**src/rtl/audio_tx_pkg.sv**
```systemverilog
package audio_tx_pkg;

  typedef enum logic [2:0] {
    FRM_STEREO  = 3'd0,
    FRM_PCM_PLS = 3'd1,
    FRM_PCM_LNG = 3'd2,
    FRM_LEFT    = 3'd3,
    FRM_RIGHT   = 3'd4
  } framing_e;

  // Strobes from the slot control to the datapath.
  typedef struct packed {
    logic tick;     // slot boundary: outputs advance at this edge
    logic load;     // the coming slot starts a new word
    logic emit;     // the coming slot carries a word bit
    logic wsNext;   // select level for the coming slot (already polarity-adjusted)
    logic sckBase;  // bit clock before inversion and gating
  } slot_strobe_t;

endpackage

```
**src/rtl/audio_tx_clkgen.sv**
```systemverilog
module audio_tx_clkgen #(
  parameter int DIV_W = 8
) (
  input  logic             clk,
  input  logic             rst_n,
  input  logic [DIV_W-1:0] clkDiv,
  output logic             phase,
  output logic             tick
);

  logic [DIV_W-1:0] halfCnt;
  logic             halfEnd;

  assign halfEnd = (halfCnt == clkDiv);
  assign tick    = halfEnd & phase;

  always_ff @(posedge clk) begin
    if (!rst_n) begin
      halfCnt <= '0;
      phase   <= 1'b0;
    end else if (halfEnd) begin
      halfCnt <= '0;
      phase   <= ~phase;
    end else begin
      halfCnt <= halfCnt + 1'b1;
    end
  end

endmodule

```
**src/rtl/audio_tx_ctrl.sv**
```systemverilog
module audio_tx_ctrl
  import audio_tx_pkg::*;
#(
  parameter int SIZE_W  = 6,
  parameter int WORDS_W = 4
) (
  input  logic               clk,
  input  logic               rst_n,
  input  logic               tick,
  input  logic               phase,
  input  logic [SIZE_W-1:0]  wordSize,
  input  logic [SIZE_W-1:0]  slotWidth,
  input  logic [WORDS_W-1:0] wordsPerFrame,
  input  logic [2:0]         fmtSel,
  input  logic               invWs,
  output slot_strobe_t       strobe
);

  framing_e           framing;
  logic               twoWordFrame;
  logic               pcmTiming;
  logic [WORDS_W-1:0] wordsEff;
  logic [SIZE_W-1:0]  bitCnt, nextBit, lastBit;
  logic [WORDS_W-1:0] wordCnt, nextWord, lastWord;
  logic               primed;
  logic               bitLast;
  logic               dataNext;
  logic               wsRaw;

  // Codes 5..7 fall back to the stereo standard.
  assign framing = (fmtSel > 3'd4) ? FRM_STEREO : framing_e'(fmtSel);

  assign twoWordFrame = (framing == FRM_STEREO) || (framing == FRM_LEFT) ||
                        (framing == FRM_RIGHT);
  assign pcmTiming    = (framing == FRM_PCM_PLS) || (framing == FRM_PCM_LNG);
  assign wordsEff     = twoWordFrame ? WORDS_W'(2) : wordsPerFrame;
  assign lastBit      = slotWidth - 1'b1;
  assign lastWord     = wordsEff - 1'b1;
  assign bitLast      = (bitCnt == lastBit);

  // Position of the slot that the next tick opens.
  always_comb begin
    if (!primed) begin
      nextBit  = '0;
      nextWord = '0;
    end else if (bitLast) begin
      nextBit  = '0;
      nextWord = (wordCnt == lastWord) ? '0 : wordCnt + 1'b1;
    end else begin
      nextBit  = bitCnt + 1'b1;
      nextWord = wordCnt;
    end
  end

  // Which bit periods of a slot carry word data.
  always_comb begin
    if (framing == FRM_RIGHT) dataNext = (nextBit >= (slotWidth - wordSize));
    else                      dataNext = (nextBit < wordSize);
  end

  // Select level per framing convention.
  always_comb begin
    unique case (framing)
      FRM_PCM_PLS: wsRaw = (nextWord == lastWord) && (nextBit == lastBit);
      FRM_PCM_LNG: wsRaw = (nextWord == '0) && (nextBit < (slotWidth >> 1));
      FRM_LEFT,
      FRM_RIGHT:   wsRaw = (nextWord == '0);
      default:     wsRaw = (nextBit == lastBit) ? (nextWord == '0) : (nextWord != '0);
    endcase
  end

  always_ff @(posedge clk) begin
    if (!rst_n) begin
      primed  <= 1'b0;
      bitCnt  <= '0;
      wordCnt <= '0;
    end else if (tick) begin
      primed  <= 1'b1;
      bitCnt  <= nextBit;
      wordCnt <= nextWord;
    end
  end

  assign strobe.tick    = tick;
  assign strobe.load    = tick && (nextBit == '0);
  assign strobe.emit    = dataNext;
  assign strobe.wsNext  = wsRaw ^ invWs;
  // Slots open with the clock low for rising-edge receivers and high for PCM.
  assign strobe.sckBase = phase ^ pcmTiming;

endmodule

```
**src/rtl/audio_tx_dp.sv**
```systemverilog
module audio_tx_dp
  import audio_tx_pkg::*;
#(
  parameter int DATA_W = 32,
  parameter int SIZE_W = 6
) (
  input  logic              clk,
  input  logic              rst_n,
  input  slot_strobe_t      strobe,
  input  logic [DATA_W-1:0] sampleData,
  input  logic              sampleValid,
  input  logic [SIZE_W-1:0] wordSize,
  input  logic              lsbFirst,
  input  logic              invSck,
  input  logic              gateSck,
  output logic              sck,
  output logic              ws,
  output logic              sd,
  output logic              underrun
);

  logic [DATA_W-1:0] wordMask;
  logic [DATA_W-1:0] masked;
  logic [DATA_W-1:0] aligned;
  logic [DATA_W-1:0] shiftReg;
  logic [DATA_W-1:0] src;
  logic [DATA_W-1:0] shifted;
  logic              outBit;
  logic              activeSlot;

  always_comb begin
    for (int i = 0; i < DATA_W; i++) wordMask[i] = (i < int'(wordSize));
  end

  assign masked  = sampleData & wordMask;
  assign aligned = lsbFirst ? masked : (masked << (DATA_W - int'(wordSize)));
  assign src     = strobe.load ? (sampleValid ? aligned : '0) : shiftReg;
  assign outBit  = lsbFirst ? src[0] : src[DATA_W-1];
  assign shifted = lsbFirst ? (src >> 1) : (src << 1);

  always_ff @(posedge clk) begin
    if (!rst_n) begin
      shiftReg   <= '0;
      sd         <= 1'b0;
      ws         <= 1'b0;
      activeSlot <= 1'b0;
      underrun   <= 1'b0;
    end else begin
      underrun <= strobe.load & ~sampleValid;
      if (strobe.tick) begin
        sd         <= strobe.emit & outBit;
        shiftReg   <= strobe.emit ? shifted : src;
        ws         <= strobe.wsNext;
        activeSlot <= strobe.emit;
      end
    end
  end

  assign sck = (gateSck && !activeSlot) ? invSck : (strobe.sckBase ^ invSck);

endmodule

```
**src/rtl/audio_serial_tx.sv**
```systemverilog
module audio_serial_tx
  import audio_tx_pkg::*;
#(
  parameter int DATA_W  = 32,
  parameter int SIZE_W  = 6,
  parameter int WORDS_W = 4,
  parameter int DIV_W   = 8
) (
  input  logic               clk,
  input  logic               rst_n,
  input  logic [DATA_W-1:0]  sampleData,
  input  logic               sampleValid,
  output logic               sampleReady,
  input  logic [SIZE_W-1:0]  wordSize,
  input  logic [SIZE_W-1:0]  slotWidth,
  input  logic [WORDS_W-1:0] wordsPerFrame,
  input  logic [DIV_W-1:0]   clkDiv,
  input  logic [5:0]         fmtCfg,
  input  logic               gateClk,
  output logic               sck,
  output logic               ws,
  output logic               sd,
  output logic               underrun
);

  logic         phase;
  logic         tick;
  slot_strobe_t strobe;

  audio_tx_clkgen #(.DIV_W(DIV_W)) u_clkgen (
    .clk(clk), .rst_n(rst_n), .clkDiv(clkDiv), .phase(phase), .tick(tick)
  );

  audio_tx_ctrl #(.SIZE_W(SIZE_W), .WORDS_W(WORDS_W)) u_ctrl (
    .clk(clk), .rst_n(rst_n), .tick(tick), .phase(phase),
    .wordSize(wordSize), .slotWidth(slotWidth), .wordsPerFrame(wordsPerFrame),
    .fmtSel(fmtCfg[2:0]), .invWs(fmtCfg[5]), .strobe(strobe)
  );

  audio_tx_dp #(.DATA_W(DATA_W), .SIZE_W(SIZE_W)) u_dp (
    .clk(clk), .rst_n(rst_n), .strobe(strobe),
    .sampleData(sampleData), .sampleValid(sampleValid), .wordSize(wordSize),
    .lsbFirst(fmtCfg[3]), .invSck(fmtCfg[4]), .gateSck(gateClk),
    .sck(sck), .ws(ws), .sd(sd), .underrun(underrun)
  );

  assign sampleReady = strobe.load;

endmodule

```
**config.mk**
```make
export PLATFORM = sky130hd
export DESIGN_NAME = audio_serial_tx
export DESIGN_NICKNAME = d
export VERILOG_FILES = /design/src/rtl/audio_tx_pkg.sv /design/src/rtl/audio_tx_clkgen.sv /design/src/rtl/audio_tx_ctrl.sv /design/src/rtl/audio_tx_dp.sv /design/src/rtl/audio_serial_tx.sv
export SDC_FILE = /design/constraint.sdc
export NUM_CORES = 1
export LEC_CHECK = 0
export BUFFER_PORTS_ARGS = -buffer_cell sky130_fd_sc_hd__buf_2
export CAP_MARGIN = 25
export CELL_PAD_IN_SITES_DETAIL_PLACEMENT = 0
export CELL_PAD_IN_SITES_GLOBAL_PLACEMENT = 2
export CORE_MARGIN = 2
export CORE_UTILIZATION = 35
export DETAILED_ROUTE_END_ITERATION = 12
export HOLD_SLACK_MARGIN = 0.08
export PLACE_DENSITY_LB_ADDON = 0.08
export SLEW_MARGIN = 5
export SYNTH_ARGS = -nofsm -noshare
export SYNTH_HDL_FRONTEND = slang
export SYNTH_SLANG_ARGS = --single-unit
```
**constraint.sdc**
```tcl
create_clock -name clk -period 5.4 [get_ports clk]
set_input_delay 1.08 -clock clk [delete_from_list [all_inputs] [get_ports clk]]
set_output_delay 1.08 -clock clk [all_outputs]
set_load 0.05 [all_outputs]
```
==> results by group, run 1 <==
Flow run
  • Max Cap Violations: 0

Synthesis
  • Seq/Total Area, Yosys: ~14%
  • Post-synthesis adder-cell area fraction: under 10%
  • Post-Syn Area per Cell: roughly 7.0 um^2
  • Simple-Gate Fraction of Synth Area: 24.3%
  • Largest family of logic cells by synthesized area: compound AO/OA/AOI/OAI gates
  • Mapped Area: between 0.008 and 0.009 mm^2
  • Ys Warns: 0
  • Compound-gate portion of the synthesized area: 38.4%
  • Syn_nets: 1230
  • Mux share of post-synthesis cell area: a little under 6%
  • Cell variety after synth: ~110
  • Post-synthesis async set-or-reset flop share: 0%
  • Mapped Cells: about 1100
  • Post-synth EDFFs: 0
  • Xor and xnor area share after synthesis: slightly above 6%
  • Seq cells post-synth: 56
  • Top FF cell, synth: dfxtp_1

Placed design
  • Post-Place Cells: roughly 1400
  • Gpl congestion: just over 0.9
  • DP HPWL: about 24000 um
  • Port Buffers: 70

Worst setup path
  • CP Class: input port to flip-flop
  • Critical-path maximum fanout: 27
  • Arrival time worst endpoint: 5.10 ns
  • Worst setup EP type: flip-flop
  • CP Data Required Time: approximately 5.6 ns
  • Register-to-Register Path Depth: 15
  • CP Launch Type: input port

Power and ir drop
  • Combinational power share: between 40 and 50%
  • Int Pwr: 0.883 mW
  • Switching pwr: between 0.5 and 0.6 mW
  • PD cells: about 160 mW/mm^2
  • Sw Ratio: between 30% and 40%
  • Power, Total: around 1.4 mW
  • Seq pwr share: just under 30%
  • Worst VDD drop: around 100 uV
  • Clock power share: between 30% and 40%
  • P_leak: between 3 and 4 nW

Routing
  • WL per Instance: 22.4 um
  • Routed Antenna Nets: 0
  • Via density: between 6 and 7
  • Via Count: 9052
  • Drc violations: 0
  • DRT iter0 DRCs: between 900 and 1000
  • Drt total wl: ~32000 um
  • Drt first pass iters: 6

STA
  • Setup violators final: 0
  • Max Fclk: ~200 MHz
  • Total negative slack: 0 ns
  • Final min period: about 4.9 ns
  • Setup Skew: a little under 0.01 ns
  • Pin slew with the least headroom to its limit: 0.793 ns
  • Tcrit/Tclk final: between 90% and 100%
  • Final hold vios: 0
  • Slew Limit Fails: 0
  • Relative slew margins: a little under half
  • Unrepaired setup endpoints after global routing: no

Min path
  • Hold WC Path Type: flip-flop to flip-flop
  • Hold path cells: 2

Clock tree
  • Root buf cell: clkbuf_16
  • Clk buf depth: 2
  • Hold buffer count at CTS: 0
  • Worst skew pair latency: 0.31 ns
  • CTS H-Tree Depth: 2
  • Clock-pin transition on the worst setup and hold timing paths: roughly 0.08 ns
  • CTS sink cnt: 56
  • # Post-CTS Setup Buffers: 0
  • CTS Buf Count: 5
  • Post-cts repair resize count: 0
  • CTS tree: yes

Global route
  • Global-route wire length before repair: approximately 51000 um
  • All-Layer GR Usage: 26.7%
  • Initial antenna violation count: 1
  • GRT Residual Overflow: 0
  • Vias in the first global route: 8743
  • Largest net degree at the start of global routing: 54

Floorplan
  • Chip width: about 160 um
  • Die Area: about 0.024 mm^2
  • Total core area: 0.0226 mm^2
  • Die H: 155 um
  • Row cnt: 55
  • I/O Pins: roughly 70
  • Starting Density: between 30 and 40%

Finish
  • Layout cells sized above 1: around 15%
  • Synthesis-to-layout area growth: 9.67%
  • Fill cells: between 2000 and 3000
  • NumNets Final: 1250
  • Final cell count without fillers: about 1400

Outcome
  • Status: finished clean
==> registers in the layout, summed over array words and instances (netlist names) <==
register / flops
u_ctrl.primed: 1
u_clkgen.phase: 1
u_dp.sd: 1
u_ctrl.bitCnt: 6
u_ctrl.wordCnt: 4
u_clkgen.halfCnt: 8
u_dp.ws: 1
u_dp.underrun: 1
u_dp.activeSlot: 1
u_dp.shiftReg: 32
==> routing by layer <==
layer | up-vias | share of wire [%] | track usage, %
li1 | 4339 | - | -
met1 | 4311 | 44 | 34.6
met5 | - | 0 | 0
met3 | 74 | 5.7 | 3.37
met2 | 328 | 47 | 45.4
met4 | 0 | 3.8 | 9.87
==> synthesized netlist by cell type (5+ instances only) <==
cell | instances | area (um^2)
o21a_1 | 13 | 97.6
a22oi_1 | 23 | 173
dfxtp_1 | 56 | 1120
nor2b_1 | 17 | 106
and2_1 | 12 | 75.1
a2bb2oi_1 | 5 | 43.8
a211oi_1 | 20 | 150
nor3_1 | 26 | 130
a21boi_0 | 7 | 52.6
and3_1 | 11 | 68.8
nand4_1 | 7 | 43.8
xor2_1 | 20 | 175
buf_4 | 6 | 45.0
nand3_1 | 44 | 220
clkbuf_1 | 49 | 184
mux4_2 | 7 | 158
o31a_1 | 5 | 43.8
nor4_1 | 6 | 37.5
and4_1 | 5 | 43.8
o221ai_1 | 5 | 43.8
a221oi_1 | 8 | 70.1
nand2b_1 | 9 | 56.3
ha_1 | 26 | 325
a31oi_1 | 20 | 125
buf_2 | 27 | 135
o22ai_1 | 14 | 87.6
a21oi_1 | 74 | 370
o31ai_1 | 9 | 67.6
o2111ai_1 | 5 | 43.8
xnor2_1 | 29 | 254
nor2_1 | 90 | 338
a21o_1 | 18 | 135
mux2_2 | 5 | 56.3
buf_1 | 10 | 37.5
inv_1 | 31 | 116
o21ai_0 | 85 | 425
o21ai_1 | 25 | 125
mux2i_1 | 25 | 250
nand2_1 | 124 | 465
o211ai_1 | 31 | 233
o211a_1 | 6 | 60.1
==> layout by cell type, fill, tap and decap left out, types with 20 or more instances in the layout <==
master | netlist | layout
nor3_1 | 26 | 26
a211oi_1 | 20 | 20
nand2_1 | 124 | 124
a21oi_1 | 74 | 74
o21ai_1 | 25 | 25
buf_4 | 6 | 37
o211ai_1 | 31 | 31
dfxtp_1 | 56 | 56
mux2i_1 | 25 | 25
nor2_1 | 90 | 89
ha_1 | 26 | 26
o21ai_0 | 85 | 85
a22oi_1 | 23 | 23
xnor2_1 | 29 | 28
buf_2 | 27 | 70
inv_1 | 31 | 31
a31oi_1 | 20 | 20
nand3_1 | 44 | 44
==> kinds of logic (layout without fill, tap and decap cells) <==
family                     count (synthesis)  count (layout)
muxes                                     37              37
DFF                                       56              56
AOI/OAI and AO/OA                        443             443
xor gates and xnor gates                  52              52
and+or+nand+nor                          392             392
buffers and inverters                    130             150
adders and majority gates                 27              27
other                                      0               1
==> cell type report <==
cell class              count  area (um^2)  area share, %
inverters                  35          131           1.50
diodes                      1         2.50         0.0285
repair buffers            108          648           7.38
flip-flops and latches     56         1120           12.8
clock buffers               5          125           1.42
well taps                 285          357           4.06
multi-input cells         951         6340           72.2
clock inverters             2         60.1          0.683
==> power by group through the flow <==
stage,sequential [mW],combinational [mW],clock (mW)
detailed placement,0.428,0.560,0
global placement,0.428,0.564,0
CTS,0.418,0.563,0.438
finish,0.418,0.571,0.430
floorplan,0.427,0.374,0
global route,0.419,0.617,0.457
==> through the flow <==
stage	util (%)	area (um^2)	hold WS (ns)	worst slack, ns
after floorplan	-	8010	0.439	0.754
after global placement	38.1	8600	0.440	0.291
after detailed placement	38.1	8600	0.448	0.185
after CTS	38.9	8780	0.459	0.511
after global routing	38.9	8780	0.500	0.158
final	38.9	8790	0.452	0.500
==> critical path, stage by stage <==
cell      delay, ns
buf_2          0.14
inv_1          0.11
ha_1           0.23
nor3b_2        0.29
xnor2_1        0.17
or3_4          0.44
o21ai_4        0.26
nor2_1         0.15
ha_1           0.32
a21o_1         0.16
a21o_1         0.17
a211o_1        0.31
a221oi_2       0.29
or2_1          0.33
buf_12         0.22
a311oi_1       0.07
a211oi_1       0.26
nor2_1         0.07
==> worst paths after layout <==
kind,startpoint,slack [ns],to
max,slotWidth[0],0.50,u_dp.shiftReg[8]$_SDFFE_PN0P_
min,u_dp.ws$_SDFFE_PN0P_,0.45,u_dp.ws$_SDFFE_PN0P_
max reg2reg,u_ctrl.bitCnt[0]$_SDFFE_PN0P_,1.34,u_dp.shiftReg[8]$_SDFFE_PN0P_
min reg2reg,u_dp.ws$_SDFFE_PN0P_,0.45,u_dp.ws$_SDFFE_PN0P_
Note: power is estimated with default switching activity, not from simulation.
==> run 2, diff against run 1 <==
==> constraint.sdc (replaced) <==
create_clock -name clk -period 5.4 [get_ports clk]
set_input_delay 1.08 -clock clk [delete_from_list [all_inputs] [get_ports clk]]
set_output_delay 1.08 -clock clk [all_outputs]
set_load 0.1 [all_outputs]
==> run 2 against run 1 <==
Net effect: clock power is 21% lower; global-route usage is 0.11 points lower; core utilization is 0.25 points lower; routed wire length is 0.39% higher; register-to-register slack hardly changed; clock skew is 0.0045 ns higher; setup slack better by 0.00088 ns; flip-flop and latch count stayed put.
==> results by group, run 2 (synthesized netlist as in run 1, its figures left out) <==
Clock tree
  • Hold buffer count at CTS: 0 (unchanged)
  • Root buf cell: clkbuf_16
  • Post-cts repair resize count: 0 (unchanged)
  • CTS sink cnt: 56 (unchanged)
  • CTS H-Tree Depth: 2 (unchanged)
  • # Post-CTS Setup Buffers: 0 (unchanged)
  • Worst skew pair latency: 0.30 ns (about the same)
  • CTS tree: yes
  • Clock-pin transition on the worst setup and hold timing paths: 0.08 ns (about the same)
  • CTS Buf Count: 5 (unchanged)
  • Clk buf depth: 2 (unchanged)

Finish
  • Synthesis-to-layout area growth: 8.96%
  • Largest registers: u_dp.shiftReg: 32 flops, u_clkgen.halfCnt: 8 flops, u_ctrl.bitCnt: 6 flops
  • Fill cells: 2471 (-1.2%)
  • Largest Register: u_dp.shiftReg
  • Layout cells sized above 1: 14.8% (-0.22 points)
  • Largest register FFs: 32 (unchanged)
  • ANT cells: 0 (-1)
  • NumNets Final: 1247 (-0.24%)
  • Commonest non-fill, non-tap cell in the layout: nand2_1
  • Most frequent cells in the layout: 124 x nand2_1, 89 x nor2_1, 85 x o21ai_0

Global route
  • Initial antenna violation count: 0 (-1)
  • Vias in the first global route: 8429 (-3.6%)
  • All-Layer GR Usage: 26.6% (-0.11 points)
  • Largest net degree at the start of global routing: 54 (unchanged)
  • Global-route wire length before repair: 50700 um (-0.27%)
  • GRT Residual Overflow: 0 (unchanged)

Outcome
  • Status: finished clean

STA
  • Pin slew with the least headroom to its limit: 1.02 ns (+0.223 ns)
  • Fin Hold WS: 0.451 ns (-0.000722 ns)
  • Final min period: 4.90 ns (-0.000880 ns)
  • Setup Skew: 0.0142 ns (+0.00445 ns)
  • Tcrit/Tclk final: 90.7% (about the same)
  • Unrepaired setup endpoints after global routing: no
  • Max Fclk: 204 MHz (about the same)
  • Total negative slack: 0 ns (unchanged)
  • Slew Limit Fails: 0 (unchanged)
  • Setup violators final: 0 (unchanged)
  • Final hold vios: 0 (unchanged)
  • Relative slew margins: 31.9% (-15 points)

Routing
  • DRT iter0 DRCs: 933 (+1.2%)
  • Via Count: 8988 (-0.71%)
  • WL per Instance: 22.6 um (+0.67%)
  • Drt total wl: 32500 um (+0.39%)
  • Drc violations: 0 (unchanged)
  • Via density: 6.25 (-0.43%)
  • Drt first pass iters: 6 (unchanged)
  • Routed Antenna Nets: 0 (unchanged)

Floorplan
  • Row cnt: 55 (unchanged)
  • Starting Density: 35.5% (unchanged)
  • Total core area: 0.0226 mm^2 (unchanged)
  • Die Area: 0.0241 mm^2 (unchanged)
  • Chip width: 155 um (unchanged)
  • Die H: 155 um (unchanged)
  • I/O Pins: 71 (unchanged)

Worst setup path
  • CP Launch Type: input port
  • CP Data Required Time: 5.65 ns (+0.05 ns)
  • Reg-to-reg startpoint: u_ctrl.bitCnt[0]$_SDFFE_PN0P_
  • R2r setup slk: 1.33 ns (about the same)
  • Worst setup EP type: flip-flop
  • Arrival time worst endpoint: 5.15 ns (+0.05 ns)
  • Critical-path maximum fanout: 8 (-70%)
  • Reg-to-Reg End: u_dp.shiftReg[27]$_SDFFE_PN0P_
  • Register-to-Register Path Depth: 15 (unchanged)
  • CP Class: input port to flip-flop

Min path
  • Hold WC Path Type: flip-flop to flip-flop
  • Worst Hold Launch: u_dp.sd$_SDFFE_PN0P_
  • Hold EP: u_dp.sd$_SDFFE_PN0P_
  • Hold path cells: 2 (unchanged)

Power and ir drop
  • P_leak: 3.31 nW (-1.0%)
  • Power, Total: 1.33 mW (-6.3%)
  • Worst VDD drop: 97.0 uV (-7.0%)
  • PD cells: 152 mW/mm^2 (-5.7%)

Placed design
  • Gpl congestion: 0.893 (-1.7%)
  • Port Buffers: 70 (unchanged)
  • DP HPWL: 24200 um (-0.69%)

Flow run
  • Max Cap Violations: 0 (unchanged)
==> run 2: critical path, cell delays in order <==
cell and delay, ns:
buf_2 0.14, inv_1 0.11, ha_1 0.23, nor3b_2 0.28
xnor2_1 0.18, or3_4 0.45, o21ai_4 0.27, nor2_1 0.15
ha_1 0.33, a21o_1 0.15, a21o_1 0.17, a211o_1 0.31
a221oi_2 0.30, or2_1 0.28, buf_4 0.20, nor3_1 0.06
nor4_1 0.32, a31o_1 0.14
==> run 2: area by class of cell <==
type | instances | area, um^2 | share of cell area, %
Multi-Input combinational cell | 951 | 6340 | 72.6
Sequential cell | 56 | 1120 | 12.8
Timing Repair Buffer | 105 | 638 | 7.31
Tap cell | 285 | 357 | 4.08
Inverter | 35 | 131 | 1.50
Clock buffer | 5 | 125 | 1.43
Clock inverter | 2 | 16.3 | 0.186
==> run 2: how the worst max path moves through the flow <==
| stage | start | end | slack [ns] | cells past startpoint |
|---|---|---|---|---|
| 2_1_floorplan | slotWidth[1] | u_dp.shiftReg[15]$_SDFFE_PN0P_ | 0.75 | 18 |
| 3_3_place_gp | slotWidth[0] | u_dp.shiftReg[27]$_SDFFE_PN0P_ | 0.30 | 18 |
| 3_5_place_dp | slotWidth[0] | u_dp.shiftReg[8]$_SDFFE_PN0P_ | 0.22 | 18 |
| 4_1_cts | slotWidth[0] | u_dp.shiftReg[8]$_SDFFE_PN0P_ | 0.53 | 18 |
| 5_1_grt | slotWidth[0] | u_dp.shiftReg[27]$_SDFFE_PN0P_ | 0.20 | 18 |
| 6_report | slotWidth[0] | u_dp.shiftReg[27]$_SDFFE_PN0P_ | 0.50 | 18 |
==> run 2: metal layers <==
metal | track usage, % | up-vias | wire length, um
met5 | 0 | - | 0
li1 | - | 4329 | -
met3 | 2.06 | 39 | 1440
met1 | 36.5 | 4340 | 14600
met4 | 5.37 | 0 | 669
met2 | 45.8 | 280 | 15700
==> run 2: power by group <==
part           switching, mW  internal, mW  leakage [nW]
clock                  0.167         0.172        0.0663
combinational          0.369         0.204          2.79
sequential           0.00327         0.415         0.451
==> run 2: metrics by stage <==
step	instance area [um^2]	setup slack (ns)	std cells	util (%)
3_3_place_gp	8590	0.300	1432	38.1
5_1_grt	8730	0.204	1439	38.7
6_report	8730	0.501	1439	38.7
2_1_floorplan	8010	0.754	1137	-
4_1_cts	8730	0.533	1439	38.7
3_5_place_dp	8590	0.219	1432	38.1
==> run 3, diff against run 2 <==
CORE_ASPECT_RATIO = 0.9   (was unset)
PLACE_DENSITY = 0.88   (was unset)
PLACE_DENSITY_LB_ADDON = unset   (was 0.08)
==> run 3 against run 2 <==
Net effect: combinational power is 2% lower; power is 2.0% higher; register-to-register slack hardly changed; non-clock buffer count decreased by 3; via count fell by 0.27%; critical path depth did not move; count of clock-buffer cells in the layout up 1; largest cell class unchanged; clock skew is 0.0028 ns lower.
==> results by group, run 3 (synthesized netlist as in run 1, its figures left out) <==
Outcome
  • Status: finished clean

Power and ir drop
  • P_leak: 3.31 nW (-0.13%)
  • PD cells: 155 mW/mm^2 (+1.9%)
  • Worst VDD drop: 123 uV (+27%)

Finish
  • Fill cells: 2469 (-0.081%)
  • Area of the multi-input gates: 0.00634 mm^2 (unchanged)
  • Largest registers: u_dp.shiftReg: 32 flops, u_clkgen.halfCnt: 8 flops, u_ctrl.bitCnt: 6 flops
  • Largest Register: u_dp.shiftReg
  • ANT cells: 0 (unchanged)
  • Commonest non-fill, non-tap cell in the layout: nand2_1
  • Synthesis-to-layout area growth: 9.04% (about the same)
  • Layout cells sized above 1: 14.6% (-0.23 points)
  • Most frequent cells in the layout: 124 x nand2_1, 89 x nor2_1, 85 x o21ai_0
  • FF/Latch Area: 0.00112 mm^2 (unchanged)
  • NumNets Final: 1244 (-0.24%)
  • Largest register FFs: 32 (unchanged)
  • Final cell count without fillers: 1449 (+0.69%)

STA
  • Setup Skew: 0.0114 ns (-0.00275 ns)
  • Final min period: 4.88 ns (-0.0184 ns)
  • Setup violators final: 0 (unchanged)
  • Tcrit/Tclk final: 90.4% (-0.34 points)
  • Relative slew margins: 39.0% (+7.1 points)
  • Total negative slack: 0 ns (unchanged)
  • Unrepaired setup endpoints after global routing: no
  • Slew Limit Fails: 0 (unchanged)
  • Max Fclk: 205 MHz (+0.38%)
  • Final hold vios: 0 (unchanged)
  • Pin slew with the least headroom to its limit: 0.915 ns (-0.102 ns)

Global route
  • Largest net degree at the start of global routing: 53 (-1.9%)
  • Vias in the first global route: 8355 (-0.88%)
  • GRT Residual Overflow: 0 (unchanged)
  • Global-route wire length before repair: 46600 um (-8.0%)
  • Initial antenna violation count: 0 (unchanged)
  • All-Layer GR Usage: 24.0% (-2.5 points)

Clock tree
  • Hold buffer count at CTS: 0 (unchanged)
  • Worst skew pair latency: 0.30 ns (about the same)
  • CTS Buf Count: 5 (unchanged)
  • # Post-CTS Setup Buffers: 0 (unchanged)
  • CTS sink cnt: 56 (unchanged)
  • Post-cts repair resize count: 0 (unchanged)
  • Root buf cell: clkbuf_16
  • CTS H-Tree Depth: 2 (unchanged)
  • CTS tree: yes
  • Clock-pin transition on the worst setup and hold timing paths: 0.07 ns (about the same)
  • Clk buf depth: 2 (unchanged)

Floorplan
  • Row cnt: 52 (-5.5%)
  • Total core area: 0.0225 mm^2 (-0.27%)
  • Die H: 148 um (-5.0%)
  • I/O Pins: 71 (unchanged)
  • Chip width: 163 um (+5.3%)
  • Starting Density: 35.6% (+0.095 points)
  • Die Area: 0.0241 mm^2 (about the same)

Worst setup path
  • Worst setup EP type: flip-flop
  • Slowest-stage cell, CP: or3_4
  • CP Launch Type: input port
  • Critical-path maximum fanout: 36 (+28)
  • Arrival time worst endpoint: 5.03 ns (-0.12 ns)
  • Worst path max stage delay: 0.45 ns (about the same)
  • CP Data Required Time: 5.55 ns (-0.10 ns)
  • Worst-path cell chain: buf_2 -> inv_1 -> ha_1 -> nor3b_2 -> xnor2_1 -> or3_4 -> o21ai_4 -> nor2_1 -> ha_1 -> a21o_1 -> a21o_1 -> a211o_1 -> a221oi_2 -> or2_1 -> buf_12 -> nand2_1 -> nor3_1 -> a211oi_2
  • CP Class: input port to flip-flop

Placed design
  • Post-Place Cells: 1441 (+0.63%)
  • Gpl congestion: 0.927 (+3.9%)
  • DP HPWL: 22000 um (-9.4%)
  • Port Buffers: 70 (unchanged)

Routing
  • Routed Antenna Nets: 0 (unchanged)
  • Drt total wl: 29600 um (-8.7%)
  • WL per Instance: 20.5 um (-9.3%)
  • Via Count: 8964 (-0.27%)
  • Drc violations: 0 (unchanged)
  • Drt first pass iters: 5 (-1)
  • Via density: 6.19 (-0.96%)
  • DRT iter0 DRCs: 980 (+5.0%)

Flow run
  • Max Cap Violations: 0 (unchanged)

Min path
  • Hold WC Path Type: flip-flop to flip-flop
[run 3: worst max-delay path: cells and delay by family]
family | cells | cell delay, ns
AOI/OAI and AO/OA | 6 | 1.27
xor gates and xnor gates | 1 | 0.17
buffers and inverters | 3 | 0.47
adders and majority gates | 2 | 0.57
and+or+nand+nor | 6 | 1.45
[run 3: path summary, 6_finish.rpt]
path	from	endpoint	slack [ns]	cells after the start
worst max-delay path	slotWidth[0]	u_dp.shiftReg[20]$_SDFFE_PN0P_	0.52	18
worst min-delay path	u_dp.sd$_SDFFE_PN0P_	u_dp.sd$_SDFFE_PN0P_	0.45	2
worst max register to register	u_ctrl.bitCnt[2]$_SDFFE_PN0P_	u_dp.shiftReg[20]$_SDFFE_PN0P_	1.34	15
worst min register to register	u_dp.sd$_SDFFE_PN0P_	u_dp.sd$_SDFFE_PN0P_	0.45	2
[run 3: power breakdown]
part / switching, mW / leakage, nW / internal, mW
clock network: 0.157 / 0.0815 / 0.221
logic: 0.358 / 2.77 / 0.201
registers: 0.00329 / 0.451 / 0.415
total: 0.519 / 3.31 / 0.837
[run 3: metal layers]
layer  vias up  global-route usage, %  wire, um  part of all wire (%)
met3        55                   4.01      2070                   7.0
met1      4211                   33.6     13400                    45
li1       4328                      -         -                     -
met5         -                      0         0                     0
met4         0                   6.80       794                   2.7
met2       370                   38.2     13400                    45
[run 3: per-stage QoR]
stage / worst slack [ns] / instance area [um^2] / power (mW) / hold WS [ns] / utilization (%)
after floorplan: 0.754 / 8010 / 0.803 / 0.439 / -
after global placement: 0.364 / 8570 / 0.974 / 0.440 / 38.1
after detailed placement: 0.253 / 8570 / 0.971 / 0.445 / 38.1
after CTS: 0.557 / 8740 / 1.36 / 0.454 / 38.8
after global routing: 0.238 / 8740 / 1.43 / 0.491 / 38.8
final: 0.519 / 8740 / 1.36 / 0.450 / 38.8
[run 3: final cells by class]
class,count,area share (%)
flip-flops and latches,56,12.8
clock inverters,2,0.444
repair buffers,102,6.90
multi-input cells,951,72.6
clock buffers,6,1.48
inverters,35,1.50
well taps,297,4.25
